$ cat src/rtl/xaui_rm_pkg.sv
package xaui_rm_pkg;

  // one lane symbol: {violation, control flag, byte}
  localparam int LANE_W = 10;

  typedef struct packed {
    logic       err;
    logic       ctl;
    logic [7:0] dat;
  } lane_sym_t;

  // XGMII characters
  localparam logic [7:0] XG_IDLE  = 8'h07;
  localparam logic [7:0] XG_SEQ   = 8'h9C;
  localparam logic [7:0] XG_START = 8'hFB;
  localparam logic [7:0] XG_TERM  = 8'hFD;
  localparam logic [7:0] XG_ERR   = 8'hFE;

  // decoded control bytes
  localparam logic [7:0] KB_IDLE_A = 8'h1C;
  localparam logic [7:0] KB_IDLE_B = 8'h7C;
  localparam logic [7:0] KB_IDLE_C = 8'hBC;
  localparam logic [7:0] KB_SEQ    = 8'h9C;
  localparam logic [7:0] KB_START  = 8'hFB;
  localparam logic [7:0] KB_TERM   = 8'hFD;
  localparam logic [7:0] KB_ERR    = 8'hFE;

  function automatic logic sym_is_idle(lane_sym_t s);
    return !s.err && s.ctl &&
           (s.dat == KB_IDLE_A || s.dat == KB_IDLE_B || s.dat == KB_IDLE_C);
  endfunction

endpackage

$ cat src/rtl/rm_char_map.sv
module rm_char_map
  import xaui_rm_pkg::*;
(
  input  lane_sym_t  sym,
  output logic       xg_c,
  output logic [7:0] xg_d
);

  always_comb begin
    xg_c = 1'b1;
    xg_d = XG_ERR;
    if (sym.err) begin
      xg_c = 1'b1;
      xg_d = XG_ERR;
    end else if (!sym.ctl) begin
      xg_c = 1'b0;
      xg_d = sym.dat;
    end else begin
      unique case (sym.dat)
        KB_IDLE_A, KB_IDLE_B, KB_IDLE_C: xg_d = XG_IDLE;
        KB_SEQ:                          xg_d = XG_SEQ;
        KB_START:                        xg_d = XG_START;
        KB_TERM:                         xg_d = XG_TERM;
        KB_ERR:                          xg_d = XG_ERR;
        default:                         xg_d = XG_ERR;
      endcase
    end
  end

endmodule

$ cat src/rtl/rm_col_idle.sv
module rm_col_idle
  import xaui_rm_pkg::*;
#(
  parameter int LANES = 4
) (
  input  logic [LANES*LANE_W-1:0] col,
  output logic                    all_idle
);

  logic [LANES-1:0] lane_idle;

  for (genvar g = 0; g < LANES; g++) begin : g_lane
    assign lane_idle[g] = sym_is_idle(lane_sym_t'(col[g*LANE_W +: LANE_W]));
  end

  assign all_idle = &lane_idle;

endmodule

$ cat src/rtl/rm_col_fifo.sv
module rm_col_fifo #(
  parameter int WIDTH = 40,
  parameter int DEPTH = 16,
  localparam int AW = $clog2(DEPTH),
  localparam int CW = AW + 1
) (
  input  logic             clk,
  input  logic             rst,
  input  logic             flush,
  input  logic             push,
  input  logic [WIDTH-1:0] wdata,
  input  logic             pop,
  output logic [WIDTH-1:0] rdata,
  output logic [CW-1:0]    fill,
  output logic             full,
  output logic             empty
);

  localparam logic [CW-1:0] DEPTH_C = CW'(DEPTH);

  logic [WIDTH-1:0] mem [DEPTH];
  logic [AW-1:0]    wp, rp;
  logic [CW-1:0]    cnt;

  // storage without reset so it maps onto distributed RAM
  always_ff @(posedge clk) begin
    if (push) mem[wp] <= wdata;
  end

  always_ff @(posedge clk) begin
    if (rst || flush) begin
      wp  <= '0;
      rp  <= '0;
      cnt <= '0;
    end else begin
      if (push) wp <= wp + 1'b1;
      if (pop)  rp <= rp + 1'b1;
      cnt <= cnt + CW'(push) - CW'(pop);
    end
  end

  assign rdata = mem[rp];
  assign fill  = cnt;
  assign full  = (cnt == DEPTH_C);
  assign empty = (cnt == '0);


  fifo_push_full_chk: assert property (@(posedge clk) disable iff (rst)
    push |-> !full);


  fifo_pop_empty_chk: assert property (@(posedge clk) disable iff (rst)
    pop |-> !empty);


  fifo_bound_chk: assert property (@(posedge clk) disable iff (rst)
    cnt <= DEPTH_C);

endmodule

$ cat src/rtl/xaui_rate_match.sv
module xaui_rate_match
  import xaui_rm_pkg::*;
#(
  parameter int LANES   = 4,
  parameter int DEPTH   = 16,
  parameter int LO_MARK = 5,
  parameter int HI_MARK = 11
) (
  input  logic               clk,
  input  logic               rst,
  input  logic               align_ok,
  input  logic               wr_en,
  input  logic [8*LANES-1:0] lane_byte,
  input  logic [LANES-1:0]   lane_ctrl,
  input  logic [LANES-1:0]   lane_err,
  input  logic               rd_en,
  output logic               rx_valid,
  output logic [8*LANES-1:0] rxd,
  output logic [LANES-1:0]   rxc,
  output logic               ins_pulse,
  output logic               del_pulse,
  output logic               ovf_flag,
  output logic               unf_flag
);

  localparam int COL_W = LANES * LANE_W;
  localparam int CW    = $clog2(DEPTH) + 1;
  localparam logic [CW-1:0]      LO_C   = CW'(LO_MARK);
  localparam logic [CW-1:0]      HI_C   = CW'(HI_MARK);
  localparam logic [8*LANES-1:0] IDLE_D = {LANES{XG_IDLE}};
  localparam logic [8*LANES-1:0] ERR_D  = {LANES{XG_ERR}};

  logic [COL_W-1:0]   in_col, head_col;
  logic               in_idle, head_idle;
  logic [CW-1:0]      fill;
  logic               full, empty;
  logic               del_col, ins_col, pop_col, push_col, unf_ev, ovf_ev;
  logic               last_idle;
  logic [8*LANES-1:0] map_d;
  logic [LANES-1:0]   map_c;

  // pack incoming lanes into a column
  for (genvar g = 0; g < LANES; g++) begin : g_pack
    assign in_col[g*LANE_W +: LANE_W] = {lane_err[g], lane_ctrl[g], lane_byte[g*8 +: 8]};
  end

  rm_col_idle #(.LANES(LANES)) u_in_idle (
    .col      (in_col),
    .all_idle (in_idle)
  );

  rm_col_idle #(.LANES(LANES)) u_head_idle (
    .col      (head_col),
    .all_idle (head_idle)
  );

  // compensation decisions
  always_comb begin
    del_col  = align_ok && wr_en && (fill > HI_C) && in_idle;
    ins_col  = align_ok && rd_en && (fill < LO_C) && last_idle;
    pop_col  = align_ok && rd_en && !ins_col && !empty;
    unf_ev   = align_ok && rd_en && !ins_col && empty;
    push_col = align_ok && wr_en && !del_col && !full;
    ovf_ev   = align_ok && wr_en && !del_col && full;
  end

  rm_col_fifo #(.WIDTH(COL_W), .DEPTH(DEPTH)) u_fifo (
    .clk   (clk),
    .rst   (rst),
    .flush (!align_ok),
    .push  (push_col),
    .wdata (in_col),
    .pop   (pop_col),
    .rdata (head_col),
    .fill  (fill),
    .full  (full),
    .empty (empty)
  );

  for (genvar g = 0; g < LANES; g++) begin : g_map
    rm_char_map u_map (
      .sym  (lane_sym_t'(head_col[g*LANE_W +: LANE_W])),
      .xg_c (map_c[g]),
      .xg_d (map_d[g*8 +: 8])
    );
  end

  // registered output stage
  always_ff @(posedge clk) begin
    if (rst) begin
      rx_valid  <= 1'b0;
      rxd       <= IDLE_D;
      rxc       <= '1;
      ins_pulse <= 1'b0;
      del_pulse <= 1'b0;
      ovf_flag  <= 1'b0;
      unf_flag  <= 1'b0;
      last_idle <= 1'b1;
    end else begin
      rx_valid  <= align_ok && rd_en;
      ins_pulse <= ins_col;
      del_pulse <= del_col;
      if (ovf_ev) ovf_flag <= 1'b1;
      if (unf_ev) unf_flag <= 1'b1;
      if (!align_ok) begin
        rxd       <= IDLE_D;
        rxc       <= '1;
        last_idle <= 1'b1;
      end else if (ins_col) begin
        rxd       <= IDLE_D;
        rxc       <= '1;
        last_idle <= 1'b1;
      end else if (pop_col) begin
        rxd       <= map_d;
        rxc       <= map_c;
        last_idle <= head_idle;
      end else if (unf_ev) begin
        rxd       <= ERR_D;
        rxc       <= '1;
        last_idle <= 1'b0;
      end
    end
  end


  ins_idle_out_chk: assert property (@(posedge clk) disable iff (rst)
    ins_pulse |-> (rx_valid && rxc == '1 && rxd == IDLE_D));


  del_level_chk: assert property (@(posedge clk) disable iff (rst)
    del_pulse |-> ($past(fill) > HI_C));


  del_idle_only_chk: assert property (@(posedge clk) disable iff (rst)
    del_pulse |-> ($past(lane_ctrl) == '1 && $past(lane_err) == '0));


  unaligned_idle_chk: assert property (@(posedge clk) disable iff (rst)
    !align_ok |=> (rxc == '1 && rxd == IDLE_D && !rx_valid && !ins_pulse && !del_pulse));


  ovf_sticky_chk: assert property (@(posedge clk) disable iff (rst)
    ovf_flag |=> ovf_flag);


  unf_sticky_chk: assert property (@(posedge clk) disable iff (rst)
    unf_flag |=> unf_flag);

endmodule

$ cat config.mk
export PLATFORM = sky130hd
export DESIGN_NAME = xaui_rate_match
export DESIGN_NICKNAME = d
export VERILOG_FILES = /design/src/rtl/xaui_rm_pkg.sv /design/src/rtl/rm_char_map.sv /design/src/rtl/rm_col_idle.sv /design/src/rtl/rm_col_fifo.sv /design/src/rtl/xaui_rate_match.sv
export SDC_FILE = /design/constraint.sdc
export NUM_CORES = 1
export LEC_CHECK = 0
export ABC_CLOCK_PERIOD_IN_PS = 6410
export BUFFER_PORTS_ARGS = -buffer_cell sky130_fd_sc_hd__buf_2
export CAP_MARGIN = 5
export CORE_MARGIN = 4
export CORE_UTILIZATION = 38
export CTS_BUF_LIST = sky130_fd_sc_hd__clkbuf_4
export DETAILED_ROUTE_END_ITERATION = 8
export PLACE_DENSITY_LB_ADDON = 0.2
export SYNTH_ARGS = -nofsm -noshare
export SYNTH_HDL_FRONTEND = slang
export SYNTH_SLANG_ARGS = --single-unit
$ cat constraint.sdc
create_clock -name clk -period 6.41 [get_ports clk]
set_clock_uncertainty 0.1 [all_clocks]
set_input_delay 0 -clock clk [delete_from_list [all_inputs] [get_ports clk]]
set_output_delay 0 -clock clk [all_outputs]
set_load 0.05 [all_outputs]
## After elaboration in Yosys (flattened, before gate mapping)

Memory sizes are Yosys's and may differ from the RTL's. A register that Yosys moved wholly into a read port is not among the register bits.
Index checks and enable logic that the tools add are counted.

| cells by class | value |
|---|---|
| add/sub/neg operators | 4 |
| magnitude comparators | 2 |
| eq/ne operators | 37 |
| mux-type cells | 30 |
| bitwise operators | 1 |
| reductions and logical operators | 67 |

Operator list:

| cell | number |
|---|---|
| 8-bit == test (second input constant) | 20 |
| 8-bit case mux with 4 select lines | 4 |
| 8-bit by 5-bit == test with 1-bit output (second input constant) | 8 |
| 8-bit by 7-bit == test with 1-bit output (second input constant) | 8 |
| 32-bit two-way mux | 2 |
| 8-bit two-way mux | 8 |
| 1-bit logical AND | 28 |
| 1-bit logical OR | 17 |
| 4-bit two-way mux | 4 |
| 3-bit OR reduction | 5 |
| 1-bit zero test | 13 |
| 1-bit two-way mux | 12 |
| 4-bit by 1-bit adder with 4-bit output (second input constant) | 2 |
| 4-bit AND reduction | 2 |
| 5-bit by 1-bit adder with 5-bit output | 1 |
| 5-bit == test (second input constant) | 1 |
| 5-bit by 4-bit > comparator with 1-bit output (second input constant) | 1 |
| 5-bit zero test | 1 |
| 5-bit by 3-bit less-than comparator with 1-bit output (second input constant) | 1 |
| 5-bit by 1-bit subtractor with 5-bit output | 1 |
| 2-bit nonzero test | 1 |
| 1-bit inverter | 1 |

| word-level totals | value |
|---|---|
| register bits | 55 |
| bits in writable memories | 640 |
| bits of input ports | 45 |
| output and inout port bits | 41 |
| logic and storage cells | 153 |
| memories kept | 1 |

Memory list:

| memory | words | bits a word | rd ports | clocked after Yosys merged registers in | wr ports | RTL line | text |
|---|---|---|---|---|---|---|---|
| u_fifo.mem | 16 | 40 | 1 | 1 | 1 | rm_col_fifo.sv:21 | `logic [WIDTH-1:0] mem [DEPTH];` |

## Longest topological paths before layout

| logic depth | value |
|---|---|
| word-level depth | 11 |
| depth in mapped cells | 14 |

## By module

From an unflattened synthesis, not the netlist that was laid out.

| second synthesis, totals | value |
|---|---|
| cells, all modules | 1520 |
| area total of the unflattened synthesis | 28476.1 sq um |

By module, submodules not included:

| module | instances | cells an instance | area an instance (sq um) |
|---|---|---|---|
| rm_col_fifo | 1 | 1079 | 25132.9 |
| xaui_rate_match | 1 | 199 | 1751.7 |
| rm_char_map | 4 | 49 | 312.8 |
| rm_col_idle | 2 | 23 | 170.2 |

## Worst setup path before layout

No wires, ideal clock.

| timing path | value |
|---|---|
| path kind | register -> register |
| start point | register u_fifo.cnt[2] (netlist: u_fifo.fill[2]) |
| end point | memory u_fifo.mem[0][0] (enable) |
| arrival | 4.602 ns |
| path slack | 1.221 ns |
| cell stages (with the launch flop) | 11 |
| path buffers | 1 |
| period minus slack after synthesis | 5.189 ns |
| cells stage by stage | dfxtp_1 > inv_1 > ha_1 > a21o_1 > a31oi_1 > nor4_1 > a21oi_1 > and2_1 > clkbuf_1 > nand2_1 > nor3_1 |

| between the ends | value |
|---|---|
| word-level cells in the longest chain between the ends | 8 |
| elaborated cells on any way between the ends | 10 |

Ends and longest elaborated chain:

| item | RTL line | text |
|---|---|---|
| start: declaration | rm_col_fifo.sv:23 | `logic [CW-1:0] cnt;` |
| start signal: assignment | rm_col_fifo.sv:38 | `cnt <= cnt + CW'(push) - CW'(pop);` |
| 5-bit by 4-bit > comparator with 1-bit output | xaui_rate_match.sv:59 | `del_col = align_ok && wr_en && (fill > HI_C) && in_idle;` |
| 1-bit logical AND (2 in series) | xaui_rate_match.sv:59 |  |
| 1-bit zero test | xaui_rate_match.sv:63 | `push_col = align_ok && wr_en && !del_col && !full;` |
| 1-bit logical AND | xaui_rate_match.sv:63 |  |
| 1-bit logical AND * | xaui_rate_match.sv:63 |  |
| via push_col | xaui_rate_match.sv:37 | `logic del_col, ins_col, pop_col, push_col, unf_ev, ovf_ev;` |
| 1-bit two-way mux * | rm_col_fifo.sv:27 | `if (push) mem[wp] <= wdata;` |
| 1-bit two-way mux (implied by the code) * | rm_col_fifo.sv:27 |  |
| end: declaration | rm_col_fifo.sv:21 |  |

The timed path passes the listed nets; every way through them passes the cells marked *.

==> impl_metrics.ini <==
[run_status]
run_status = completed

[logic_synthesis]
synth_cells = 1428
avgSynthCellArea_um2 = 19.6
ys.flop_type = edfxtp_1
yosysWarningCount = 0
seq_area_frac_synth_pct = 72.8
synth_edf_count = 640
syn_nets = 1490
synth_cell_types = 76
yosys_register_bits = 699
async_flop_share_pct = 0
netlist_area_mm2 = 0.0280

[cts]
clockBufferDepth = 3
h-tree-depth = 4
cts_buffers = 182
cts_root_buf = clkbuf_4
clock_latency_ns = 1.00
tritoncts = yes
clkTransAtPathRegs_ns = 0.07
postCtsSetupRepairBufs = 0
cts.sinks = 699

[drt]
drtPass1Iterations = 5
drt_drc_violations_left = 0
wire_per_inst_um = 26.2
postRouteAntennaNets = 0
vias = 15500
drt_wl_total_um = 75000
viasPerCell = 5.43
drtIter0Drc = 1441

[setup_path]
worstPathArrival_ns = 5.19
crit_type = reg2reg
crit_chain = nor2b_1 > a22oi_1 > nand2_1 > nand4_1 > nor4_1 > nand4b_1 > o31ai_2
path_delay_family = simple AND/OR/NAND/NOR gates
cp_max_fo = 45
critPathSlowestCell = nor4_1
slowest_delay_ns = 0.98
crit_path_start_kind = register
worst_setup_path_end_kind = register
cp.required_ns = 7.21
worstPathBufferInverterCount = 0

[placed_design]
place_congestion = 0.820
place_area_mm2 = 0.0296
dp_hpwl_um = 42500
io_buffers = 85
dpl.cell_count = 2436

[power_and_ir_drop]
powerDensity_mw_per_mm2 = 282
leakage_uw = 0.0106
ir_drop_mv = 0.146

[finish]
finalNetCount = 1817
area_growth_syn_to_layout_pct = 17.6
final_util_pct = 45.1
drive_above_1_share_pct = 33.2
final_common_cell = edfxtp_1
final_cells = 2860
final_cell_mix = edfxtp_1 (640), clkbuf_4 (279), mux4_2 (164)
stdcell_area_mm2 = 0.0330

[timing]
final.setup.tns_ns = 0
grt_setup_unrepaired = false
relSlewSlack_pct = 24.9
whs_ns = 0.168
slew_violations = 0
period_needed_ns = 4.39
max_freq_mhz = 228
hold_viol = 0
tightestPinTransition_ns = 1.12
setup_violations = 0
fin_crit_sh_pct = 68.4

[die]
io_pins = 86
initial_utilization_pct = 38.4
row_count = 99
dieArea_mm2 = 0.0782
fp.dieW_um = 280
core_region_area_mm2 = 0.0731
die_y_um = 280

[global_route]
antenna_found_initial = 7
grt-ovfl-total = 0
grt_max_degree = 78
grtUsageTotal_pct = 19.3
grt_pass1_vias = 16100
grt_pass1_wl_um = 109000

[worst_hold_path]
hp-class = in2reg

[job]
max_cap_viol_count = 0
final timing paths:
check                                      end      start  cells past startpoint  slack (ns)
worst max register to register       last_idle   register                      7        2.02
worst max-delay path                 last_idle   register                      7        2.02
worst min-delay path            u_fifo.fill[3]        rst                      4        0.17
worst min register to register       last_idle  last_idle                      2        0.39
timing repair:
| item | CTS | global route |
|---|---|---|
| hold endpoints to repair | 724 | 0 |
| hold buffers | 94 | 0 |
| resized for setup | 0 | 0 |
final cells by class:
| type | count | area (um2) |
|---|---|---|
| fillers | 6414 | 40100 |
| flip-flops and latches | 699 | 20400 |
| multi-input cells | 642 | 7180 |
| clock buffers | 279 | 2090 |
| repair buffers | 212 | 1660 |
| well taps | 959 | 1200 |
| clock inverters | 45 | 328 |
| inverters | 18 | 67.6 |
| diodes | 6 | 15.0 |
worst reg2reg max path, cell delays in order (launching register included):
cell      delay, ns
dfxtp_4        0.83
nor2b_1        0.90
a22oi_1        0.23
nand2_1        0.35
nand4_1        0.16
nor4_1         0.98
nand4b_1       0.46
o31ai_2        0.28
cell families after synthesis:
logic type	after synthesis	share of synthesized area [%]
AO/OA/AOI/OAI	168	4.44
XOR/XNOR	18	0.562
buffers and inverters	87	1.84
AND/OR/NAND/NOR	232	4.38
multiplexers	207	15.2
adder cells (fa/ha/maj)	17	0.786
flip-flops	699	72.8
power by group:
part / total (uW) / switching [uW] / internal (uW) / leakage [uW]
clock network: 3980 / 1800 / 2180 / 0.00145
logic: 304 / 201 / 104 / 0.00295
registers: 5000 / 9.42 / 4990 / 0.00625
synth_stat cells, types with 4 or more instances:
| master | count | share of area (%) |
|---|---|---|
| a211oi_1 | 9 | 0.24 |
| a21boi_0 | 4 | 0.11 |
| a21o_1 | 5 | 0.13 |
| a21oi_1 | 29 | 0.52 |
| a221o_1 | 5 | 0.18 |
| a22o_1 | 4 | 0.12 |
| a22oi_1 | 18 | 0.48 |
| a31oi_1 | 7 | 0.16 |
| and2_1 | 18 | 0.40 |
| and3_1 | 10 | 0.22 |
| and4_1 | 4 | 0.12 |
| and4b_1 | 4 | 0.14 |
| buf_2 | 15 | 0.27 |
| buf_4 | 18 | 0.48 |
| buf_6 | 8 | 0.32 |
| clkbuf_1 | 24 | 0.32 |
| dfxtp_1 | 59 | 4.2 |
| edfxtp_1 | 640 | 69 |
| ha_1 | 16 | 0.71 |
| inv_1 | 17 | 0.23 |
| mux2_2 | 6 | 0.24 |
| mux2i_1 | 29 | 1.0 |
| mux4_1 | 8 | 0.75 |
| mux4_2 | 164 | 13 |
| nand2_1 | 48 | 0.64 |
| nand2b_1 | 12 | 0.27 |
| nand3_1 | 12 | 0.21 |
| nand3b_1 | 7 | 0.19 |
| nand4_1 | 7 | 0.16 |
| nor2_1 | 54 | 0.72 |
| nor2b_1 | 17 | 0.38 |
| nor3_1 | 13 | 0.23 |
| o211ai_1 | 8 | 0.21 |
| o21ai_0 | 15 | 0.27 |
| o221a_2 | 8 | 0.32 |
| o22ai_1 | 21 | 0.47 |
| or3_1 | 7 | 0.16 |
| xnor2_1 | 11 | 0.34 |
| xor2_1 | 7 | 0.22 |
flip-flops by register name, summed over array words and instances, names as in the netlist, named ones only:
name / flops
rxc: 4
rxd: 32
last_idle: 1
unf_flag: 1
u_fifo.rp: 4
rx_valid: 1
u_fifo.wp: 4
u_fifo.fill: 5
ovf_flag: 1
ins_pulse: 1
del_pulse: 1
u_fifo.mem: 640
routing by layer:
metal / wire length, um / vias up / track usage [%]
li1: - / 6727 / -
met1: 32700 / 8186 / 26.5
met2: 36500 / 538 / 31.2
met3: 4620 / 91 / 4.74
met4: 1120 / 0 / 5.32
met5: 0 / - / 0
through the flow:
stage | setup slack [ns] | power (uW)
4_1_cts | 2.01 | 9400
3_5_place_dp | 2.04 | 5350
2_1_floorplan | 1.22 | 5210
5_1_grt | 1.89 | 9670
6_report | 2.02 | 9290
3_3_place_gp | 2.10 | 5340
Power figures use the tool's default switching activity.
